<file path="src/rtl/rstkey_pkg.sv">
package rstkey_pkg;
  localparam int DW    = 8;
  localparam int AW    = 8;
  localparam int EVT_N = 4;

  localparam logic [AW-1:0] A_BOOT_LO = 8'h00;
  localparam logic [AW-1:0] A_BOOT_HI = 8'h01;
  localparam logic [AW-1:0] A_FW_LO   = 8'h02;
  localparam logic [AW-1:0] A_FW_HI   = 8'h03;
  localparam logic [AW-1:0] A_MODE_LO = 8'h04;
  localparam logic [AW-1:0] A_MODE_HI = 8'h05;
  localparam logic [AW-1:0] A_KEY_LO  = 8'h06;
  localparam logic [AW-1:0] A_KEY_HI  = 8'h07;
  localparam logic [AW-1:0] A_STATUS  = 8'h08;
  localparam logic [AW-1:0] A_EVT0    = 8'h09;

  localparam logic [DW-1:0] MAGIC_LO  = 8'h55;
  localparam logic [DW-1:0] MAGIC_HI  = 8'hAA;

  localparam int ST_CMD_BIT = 7;
  localparam int ST_API_BIT = 6;
  localparam logic [DW-1:0] STATUS_RESET = 8'hC0;
endpackage

</file>
<file path="src/rtl/rk_key_guard.sv">
module rk_key_guard
  import rstkey_pkg::*;
(
  input  logic          clk,
  input  logic          rst,
  input  logic          wr_lo,
  input  logic          wr_hi,
  input  logic [DW-1:0] wdata,
  output logic [DW-1:0] key_lo,
  output logic [DW-1:0] key_hi,
  output logic          fire
);
  logic armed;
  assign armed = (key_lo == MAGIC_LO) && (key_hi == MAGIC_HI);

  always_ff @(posedge clk) begin
    if (rst) begin
      key_lo <= '0;
      key_hi <= '0;
      fire   <= 1'b0;
    end else begin
      fire <= armed;
      if (armed) begin
        key_lo <= '0;
        key_hi <= '0;
      end else begin
        if (wr_lo) key_lo <= wdata;
        if (wr_hi) key_hi <= wdata;
      end
    end
  end
endmodule

</file>
<file path="src/rtl/rk_event_bank.sv">
module rk_event_bank #(
  parameter int N = 4,
  parameter int W = 8
) (
  input  logic         clk,
  input  logic         rst,
  input  logic [N*W-1:0] set_vec,
  input  logic [N-1:0]   clr_sel,
  input  logic [W-1:0]   clr_mask,
  output logic [N*W-1:0] ev_flat,
  output logic [N-1:0]   ev_any,
  output logic           alert
);
  logic [N*W-1:0] ev_nxt;

  for (genvar i = 0; i < N; i++) begin : g_evt
    logic [W-1:0] clr_bits;
    assign clr_bits = clr_sel[i] ? clr_mask : '0;
    assign ev_nxt[i*W +: W] = (ev_flat[i*W +: W] & ~clr_bits) | set_vec[i*W +: W];
    assign ev_any[i] = |ev_flat[i*W +: W];
  end

  always_ff @(posedge clk) begin
    if (rst) begin
      ev_flat <= '0;
      alert   <= 1'b0;
    end else begin
      ev_flat <= ev_nxt;
      alert   <= |ev_nxt;
    end
  end
endmodule

</file>
<file path="src/rtl/rk_ready_flag.sv">
module rk_ready_flag (
  input  logic clk,
  input  logic rst,
  input  logic start,
  input  logic done,
  output logic ready
);
  always_ff @(posedge clk) begin
    if (rst)        ready <= 1'b1;
    else if (start) ready <= 1'b0;
    else if (done)  ready <= 1'b1;
  end
endmodule

</file>
<file path="src/rtl/rstkey_status_unit.sv">
module rstkey_status_unit
  import rstkey_pkg::*;
#(
  parameter logic [7:0] BOOT_MINOR = 8'h03,
  parameter logic [7:0] BOOT_MAJOR = 8'h01,
  parameter logic [7:0] FW_MINOR   = 8'h12,
  parameter logic [7:0] FW_MAJOR   = 8'h02,
  parameter logic [7:0] MODE_LOW   = 8'h00,
  parameter logic [7:0] MODE_HIGH  = 8'h00
) (
  input  logic        clk,
  input  logic        rst,
  input  logic        wr_en,
  input  logic [7:0]  addr,
  input  logic [7:0]  wdata,
  output logic [7:0]  rdata,
  input  logic [31:0] evt_set,
  input  logic        cmd_start,
  input  logic        cmd_done,
  input  logic        api_start,
  input  logic        api_done,
  output logic        sys_rst_req,
  output logic        alert
);
  logic [DW-1:0]      key_lo, key_hi;
  logic [EVT_N*DW-1:0] ev_flat;
  logic [EVT_N-1:0]   ev_any;
  logic [EVT_N-1:0]   clr_sel;
  logic               cmd_rdy, api_rdy;
  logic [DW-1:0]      status;
  logic [DW-1:0]      rd_nxt;

  rk_key_guard u_keys (
    .clk    (clk),
    .rst    (rst),
    .wr_lo  (wr_en && addr == A_KEY_LO),
    .wr_hi  (wr_en && addr == A_KEY_HI),
    .wdata  (wdata),
    .key_lo (key_lo),
    .key_hi (key_hi),
    .fire   (sys_rst_req)
  );

  for (genvar i = 0; i < EVT_N; i++) begin : g_clr
    assign clr_sel[i] = wr_en && (addr == AW'(int'(A_EVT0) + i));
  end

  rk_event_bank #(.N(EVT_N), .W(DW)) u_events (
    .clk      (clk),
    .rst      (rst),
    .set_vec  (evt_set),
    .clr_sel  (clr_sel),
    .clr_mask (wdata),
    .ev_flat  (ev_flat),
    .ev_any   (ev_any),
    .alert    (alert)
  );

  rk_ready_flag u_cmd_rdy (
    .clk (clk), .rst (rst), .start (cmd_start), .done (cmd_done), .ready (cmd_rdy)
  );

  rk_ready_flag u_api_rdy (
    .clk (clk), .rst (rst), .start (api_start), .done (api_done), .ready (api_rdy)
  );

  always_comb begin
    status = '0;
    status[ST_CMD_BIT] = cmd_rdy;
    status[ST_API_BIT] = api_rdy;
    status[EVT_N-1:0]  = ev_any;
  end

  always_comb begin
    rd_nxt = '0;
    unique case (addr)
      A_BOOT_LO: rd_nxt = BOOT_MINOR;
      A_BOOT_HI: rd_nxt = BOOT_MAJOR;
      A_FW_LO:   rd_nxt = FW_MINOR;
      A_FW_HI:   rd_nxt = FW_MAJOR;
      A_MODE_LO: rd_nxt = MODE_LOW;
      A_MODE_HI: rd_nxt = MODE_HIGH;
      A_KEY_LO:  rd_nxt = key_lo;
      A_KEY_HI:  rd_nxt = key_hi;
      A_STATUS:  rd_nxt = status;
      default:   rd_nxt = '0;
    endcase
    for (int i = 0; i < EVT_N; i++) begin
      if (addr == AW'(int'(A_EVT0) + i)) rd_nxt = ev_flat[i*DW +: DW];
    end
  end

  always_ff @(posedge clk) begin
    if (rst) rdata <= '0;
    else     rdata <= rd_nxt;
  end
endmodule

</file>
<file path="config.mk">
export PLATFORM = sky130hd
export DESIGN_NAME = rstkey_status_unit
export DESIGN_NICKNAME = d
export VERILOG_FILES = /design/src/rtl/rstkey_pkg.sv /design/src/rtl/rk_key_guard.sv /design/src/rtl/rk_event_bank.sv /design/src/rtl/rk_ready_flag.sv /design/src/rtl/rstkey_status_unit.sv
export SDC_FILE = /design/constraint.sdc
export NUM_CORES = 1
export LEC_CHECK = 0
export BUFFER_PORTS_ARGS = -buffer_cell sky130_fd_sc_hd__buf_2
export CAP_MARGIN = 30
export CORE_MARGIN = 2
export CORE_UTILIZATION = 50
export CTS_CLUSTER_SIZE = 30
export DETAILED_ROUTE_END_ITERATION = 12
export PLACE_DENSITY = 0.74
export SYNTH_ARGS = -nofsm -noshare
export SYNTH_HDL_FRONTEND = slang
export SYNTH_SLANG_ARGS = --single-unit
</file>
<file path="constraint.sdc">
create_clock -name clk -period 2.9 [get_ports clk]
set_input_delay 0.435 -clock clk [delete_from_list [all_inputs] [get_ports clk]]
set_output_delay 0.435 -clock clk [all_outputs]
set_load 0.005 [all_outputs]
</file>
==> summary by stage, run 1 <==
Status
The flow ran to the end, and the final reports show no timing, DRC or antenna violations.

STA
Summed over all failing endpoints, the final setup total negative slack is 0 ps. The worst setup slack after layout is 556 ps. The worst hold margin is 267 ps. The number of hold violations in the final report is 0.

Across the routed clock network, the largest skew measured is 7.53 ps. The count of pins over their slew limit is 0. Subtracting the final worst setup slack from the clock period gives ~2300 ps. The transition time at the pin with the least slew margin is 631 ps.

Derived from the worst setup path, the maximum achievable clock frequency is ~0.43 GHz. Setup violations remaining at the end of the flow were counted as 0. The worst pin sits at a relative slew slack of between 50 and 60%.

The share of the clock period used by the worst path after layout is a little over 80%. Setup repair after global routing left no endpoint under its margin.

Route
The first-pass iteration count of the detailed router is 5. The aggregate routed wire length is 8930 um. The via total after detailed routing is 3050. In the routed layout, each cell is associated on average with a via count of 6.21. Once detail routing completed, the nets flagged for antenna violations numbered 0. The initial detailed-routing violation count is 331. The DRC violations left is 0. Dividing the detail-routed wire length by the instance count gives 18.2 um.

Finish
The area growth from synthesis to layout is 19.6%. The diode insertion count for antenna repair is 0. The fraction of layout instances using a drive strength above 1 is 26.0%. The post-route non-filler standard cell count is 491. The utilization after layout is 60.9%. The final net count is 466.

With fillers left out, the area of the finished cells amounts to 0.00357 mm^2. Leaving out fill and tap cells, the most frequent cells in the layout are 64 x buf_2, 60 x dfxtp_1, 42 x nor2_1, 35 x a21oi_1, 21 x nand2_1. The most frequent standard cell in the layout excluding fill and tap cells is buf_2.

Worst setup path
The endpoint type of the worst setup path is a flop. The type of the worst setup path is primary input to flop. The worst register-to-register path begins at u_keys.key_lo[2].

The largest single stage delay on the critical path is approximately 600 ps. The capturing point of the worst reg2reg path is u_keys.key_hi[6]. Of all nets on the critical path, the largest fanout is 17. The signal on the critical path passes through buf_2, or4_4, nor3_4, buf_4, nand3_1, a2111oi_0, and4_1, a41oi_1.

The worst path required time is 3110 ps. For flop-to-flop paths, the worst setup slack is 1260 ps. The arrival time at the worst endpoint is around 2600 ps. STA classifies the critical path startpoint as a primary input. Measured in cells, the most critical reg-to-reg path has a length of 4. The cell type of the slowest stage on the worst timing path is or4_4.

Synth
The multiplexer fraction of the synthesized cell area is 6.05%. The largest total area in the synthesized netlist belongs to dfxtp_1. For this run, the number of Yosys warnings is 0. The synthesized-area fraction occupied by adder cells is 0%. A synthesized cell averages 8.56 um^2. The count of unique library cells instantiated by Yosys is 47. The sequential cell area fraction in the yosys report is ~40%.

The synthesized netlist occupies a cell area of 0.00298 mm^2. The leading register cell type out of synthesis is dfxtp_1. The area share of the leading cell type in the synthesized netlist is ~40%.

Counting flops with a built-in enable in the synthesized netlist gives 0. The synthesized netlist devotes 0% of its cell area to XOR and XNOR gates. In the synthesized netlist, the number of instances is roughly 350. The share of the synthesized area in compound gates (AO/OA/AOI/OAI) is 23.0%. The post-synthesis sequential element count is 60. By area the synthesized netlist is led by dfxtp_1 40%, a21oi_1 5.9%, nor2_1 5.3%. After synthesis, the largest family of logic cells by area is simple AND/OR/NAND/NOR gates. The share of synthesized flip-flops with an asynchronous set or reset is 0%. The synthesized netlist devotes about a quarter of its cell area to simple gates. The net count after synthesis is 403.

Floorplanning
In this run the horizontal extent of the chip is 81.2 um. The core region is about 0.006 mm^2. In this run the core area contains 28 standard-cell rows. The starting density of the core is 50.9%. During I/O placement, the number of pins put on the boundary was 65.

The floorplan step defined a die boundary enclosing between 0.006 and 0.007 mm^2. The height of the chip is 81.2 um.

CTS
The number of buffers on the longest clock path is 2. The post-CTS setup buffer count is 0. The cell sitting at the root of the clock tree is a clkbuf_8. The later-pin clock latency in the skew report is 340 ps. The clock net in this run drives a total of 60 sinks. The CTS tree is built. The clock tree synthesis step divided the H-tree into 3 levels.

After clock tree synthesis, the clock-pin slew on the worst setup and hold paths is about 70 ps. Buffers inserted during clock tree synthesis total 9. Buffers inserted to repair hold after CTS numbered 0. The number of instances resized during post-cts repair is 0.

Placement
The placed instance area is 0.00336 mm^2. Timing analysis after detailed placement gives a worst setup slack of approximately 180 ps. In this run, placement finished with an instance count of ~480.

Routability-driven placement finished with a final weighted congestion of 0.941. Input and output buffers added on the ports amount to 64. The placed wire-length estimate after detailed placement is 6490 um.

GRT
Entering global routing, the biggest net connects 45 pins. The overall global routing resource usage is around 30%. The initial antenna violation count was 0. The number of global-route vias before repair came to 2812. The first global-routing pass estimated around 14000 um of wire.

For this run the aggregate overflow at the end of global routing stands at 0.

Pwr
The share of total power dissipated in the clock network is 40.7%. In this run the power density over the cells is between 500 and 600 mW/mm^2. The share of total power dissipated in sequential elements is 47.8%.

After layout, the design draws a total of around 1.9 mW. Internal power comes to 1.39 mW. The analysis attributes to net switching a power of approximately 480 uW. The analysis attributes to cell leakage a power of 1.42 nW. Net switching is 25.6% of the power.

The share of total power in combinational logic is 11.5%. The maximum vdd ir drop is 0.341 mV.

Min path
The tightest min-delay check is of the primary input to flop type. The startpoint identified for the worst hold timing path is api_start. The end point of the worst hold path is u_api_rdy.ready. The worst hold path cell count is 2.

Job
The number of max-capacitance violations reported is 0.
how the worst max path moves through the flow:
stage | end | cells after the start | start
after CTS | u_events.alert | 8 | addr[7]
after global placement | u_events.alert | 8 | addr[7]
after floorplan | u_events.alert | 8 | addr[7]
after detailed placement | u_events.alert | 8 | addr[7]
after global routing | u_events.alert | 8 | addr[7]
final | u_events.alert | 8 | addr[7]
cell families (layout without fill, tap and decap cells):
logic type,Yosys count,in the layout
AOI/OAI and AO/OA,101,101
DFF,60,60
buffers and inverters,32,100
and+or+nand+nor,142,142
muxes,13,13
registers in the layout (all words and copies together), names as in the netlist:
name and flops:
rdata 8, u_keys.key_lo 8, u_keys.key_hi 8, u_events.alert 1, u_cmd_rdy.ready 1, u_keys.fire 1, u_events.ev_flat 32, u_api_rdy.ready 1
power groups by stage:
stage,clock (mW),combinational [mW],sequential [mW]
after floorplan,0,0.125,0.898
after global placement,0,0.207,0.911
after detailed placement,0,0.211,0.912
after CTS,0.772,0.212,0.894
after global routing,0.814,0.236,0.897
final,0.762,0.215,0.895
worst max-delay path: cells and delay by family:
| family | cells | cell delay [ps] |
|---|---|---|
| AND/OR/NAND/NOR | 4 | 1160 |
| AO/OA/AOI/OAI | 2 | 610 |
| buffers and inverters | 2 | 340 |
layer usage:
layer	wire [um]	global-route usage, %	vias to the layer above
li1	-	-	1436
met1	3770	36.2	1426
met2	4230	48.3	161
met3	745	9.11	27
met4	186	9.66	0
met5	0	0	-
cell type report:
type | count | area, um^2
clock buffer | 11 | 151
clock inverter | 5 | 50.0
fill | 513 | 2280
inverter | 10 | 37.5
multi-input combinational | 256 | 1640
sequential | 60 | 1200
tap | 75 | 93.8
timing repair buffer | 74 | 395
synth_stat cells, types with 8 or more instances:
cell type  instances
a21oi_1           35
a31oi_1           13
clkbuf_1          18
dfxtp_1           60
inv_1             10
mux2i_1            9
nand2_1           21
nand3_1           19
nand3b_1           8
nor2_1            42
nor2b_1            9
nor4_1            11
o21ba_2            9
o22ai_1            8
Note: power is estimated with default switching activity, not from simulation.
==> run 2, diff against run 1 <==
--- a/config.mk
+++ b/config.mk
@@ -8,10 +8,10 @@
 export BUFFER_PORTS_ARGS = -buffer_cell sky130_fd_sc_hd__buf_2
 export CAP_MARGIN = 30
 export CORE_MARGIN = 2
-export CORE_UTILIZATION = 50
+export CORE_UTILIZATION = 49
 export CTS_CLUSTER_SIZE = 30
 export DETAILED_ROUTE_END_ITERATION = 12
-export PLACE_DENSITY = 0.74
+export PLACE_DENSITY = 0.76
 export SYNTH_ARGS = -nofsm -noshare
 export SYNTH_HDL_FRONTEND = slang
 export SYNTH_SLANG_ARGS = --single-unit
==> constraint.sdc (replaced) <==
create_clock -name clk -period 2.15 [get_ports clk]
set_input_delay 0.3225 -clock clk [delete_from_list [all_inputs] [get_ports clk]]
set_output_delay 0.3225 -clock clk [all_outputs]
set_load 0.005 [all_outputs]
==> run 2 against run 1 <==
  * Hold slack got worse by 98 ps
  * Non-clock buffer count rose by 22
  * Die area rose by 1.9%
  * Critical path depth rose by 1
  * Combinational power rose by 51%
  * Final cell count rose by 4.3%
  * Critical endpoint unchanged
  * Largest cell class unchanged
==> summary by stage, run 2 (synthesized netlist as in run 1, its figures left out) <==
Job
The number of max-capacitance violations reported is 0 (unchanged).

Route
The first-pass iteration count of the detailed router was 5 (unchanged). The initial detailed-routing violation count is 290 (-12%). The remaining antenna violation count is 0 (unchanged). The DRC violations left is 0 (unchanged).

The via total after detailed routing is 3132 (+2.7%). The routed via count divided by cell count was 6.12 (-1.5%). The aggregate routed wire length is 9220 um (+3.2%). The average detailed-routed wire length per instance is 18.0 um (-1.0%).

Floorplanning
The starting density of the core is 50.6% (-0.30 points). The number of cell rows is 28 (unchanged). The height of the chip was 82.0 um (+0.97%). The area of the placeable core is 0.00589 mm^2 (+0.60%). The die area is 0.00672 mm^2 (+1.9%). The chip width is 82.0 um (+0.97%). The number of I/O pins is 65 (unchanged).

GRT
The number of global-route vias before repair came to 3032 (+7.8%). The wire length of the first global-routing pass is 14500 um (+2.7%). The residual overflow from global routing is 0 (unchanged). The overall global routing resource usage came to 29.3% (+0.10 points). The initial antenna violation count is 0 (unchanged).

The largest net degree at the start of global routing is 31 (-31%).

Finish
In the layout the commonest cells are 64 x buf_2, 60 x dfxtp_1, 42 x nor2_1, 35 x a21oi_1, 31 x buf_4. The fraction of layout instances using a drive strength above 1 is 30.0% (+4.0 points). The register name with the most flops is u_events.ev_flat. The most frequent standard cell in the layout excluding fill and tap cells is buf_2. The diode insertion count for antenna repair is 0 (unchanged). The number of flip-flops under the largest register name is 32 (unchanged).

Relative to the synthesized area, the layout overhead comes to 26.2%. The utilization after layout was 63.9% (+2.9 points). The post-route non-filler standard cell count is 512 (+4.3%).

The final net count is 488 (+4.7%).

CTS
The clock-pin slew of the registers on the worst-case setup and hold paths is 60 ps (about the same). TritonCTS built the clock tree. The TritonCTS buffer count is 9 (unchanged).

The number of sinks driven by the clock tree is 60 (unchanged). The H-tree level count was 3 (unchanged). The later-pin clock latency in the skew report came to 340 ps (about the same). The number of buffers on the longest clock path is 2 (unchanged). The tree is rooted in a clkbuf_8. The post-CTS setup buffer count is 0 (unchanged).

STA
The maximum clock skew at final layout is 6.65 ps (-0.872 ps). The relative slew slack is 58.5% (+0.63 points). The achievable clock frequency is 0.480 GHz. The count of pins over their slew limit came to 0 (unchanged). Of the available clock period, the critical path in the final layout requires 97.0%.

Setup repair after global routing left no endpoint under its margin. The transition time at the pin with the least slew margin was 622 ps (-9.52 ps). The number of hold violations in the final report is 0 (unchanged). The minimum clock period is 2090 ps. The final setup violation count was 0 (unchanged). The final total negative setup slack is 0 ps (unchanged).

Placement
The placed wire-length estimate after detailed placement is 6930 um (+6.7%). The final RePlAce weighted congestion is 0.937 (-0.48%). The count of placed standard cells including taps came to 497 (+4.6%).

The number of input and output port buffers inserted was 64 (unchanged).

Pwr
The ratio of total power to cell area is 643 mW/mm^2 (+23%). The overall power is 2.42 mW (+29%). The standby leakage power is 1.51 nW (+6.3%). The maximum vdd ir drop is 0.577 mV (+69%).

Worst setup path
STA classifies the critical path endpoint as a flop. STA classifies the critical path startpoint as a primary input. The arrival time at the worst endpoint is 2300 ps (-260 ps). The worst path required time is 2360 ps (-750 ps). The maximum fanout count along the critical path came to 17 (unchanged).

The type of the worst setup path is primary input to flop.

Min path
The class of the most critical hold timing path is primary input to flop.

Status
The run finished with clean final reports.
[run 2: critical path, cell delays in order]
cell      delay, ps
buf_2           100
or4_4           560
nor3_4          240
buf_12          180
buf_4           170
nand3_1         100
a211oi_1        260
and4_1          240
a41oi_1         110
[run 2: routing by layer]
layer  wire [um]  share of wire, %  up-vias  track usage (%)
met5           0                 0        -                0
met4         304               3.3        0             12.5
met3         824               8.9       30             8.24
met2        4420                48      161             48.4
met1        3670                40     1471             35.7
li1            -                 -     1470                -
[run 2: area by class of cell]
| cell class | instances | area, um^2 |
|---|---|---|
| clock buffers | 13 | 159 |
| inverters | 10 | 37.5 |
| flip-flops and latches | 60 | 1200 |
| repair buffers | 96 | 573 |
| clock inverters | 2 | 10.0 |
| fillers | 515 | 2130 |
| multi-input cells | 256 | 1690 |
| well taps | 75 | 93.8 |
[run 2: path summary, 6_finish.rpt]
check | from | to | slack, ps | cells past startpoint
worst max-delay path | addr[7] | u_events.alert | 60 | 9
worst min-delay path | cmd_start | u_cmd_rdy.ready | 170 | 2
worst max register to register | u_keys.key_lo[4] | u_keys.key_hi[2] | 540 | 5
worst min register to register | u_keys.key_lo[4] | u_keys.key_lo[4] | 460 | 2
[run 2: stage by stage]
stage                     hold WS [ps]  setup slack [ps]  instance area [um^2]
final                              169              64.8                  3760
after global routing               155              5.79                  3760
after CTS                          161              36.1                  3730
after detailed placement           456              -323                  3560
after global placement             442              -283                  3560
after floorplan                    425              -131                  3000
[run 2: repair_timing]
item,4_1_cts,5_1_grt
resized for setup,1,7
setup endpoints to repair,1,1
endpoints found under the hold margin,0,0
hold buffers,0,0
[run 2: power breakdown]
| part | total (mW) | leakage, nW | switching [mW] | internal [mW] |
|---|---|---|---|---|
| sequential | 1.21 | 0.495 | 0.0472 | 1.16 |
| combinational | 0.325 | 0.927 | 0.173 | 0.153 |
| clock | 0.887 | 0.0893 | 0.415 | 0.471 |
| total | 2.42 | 1.51 | 0.635 | 1.78 |
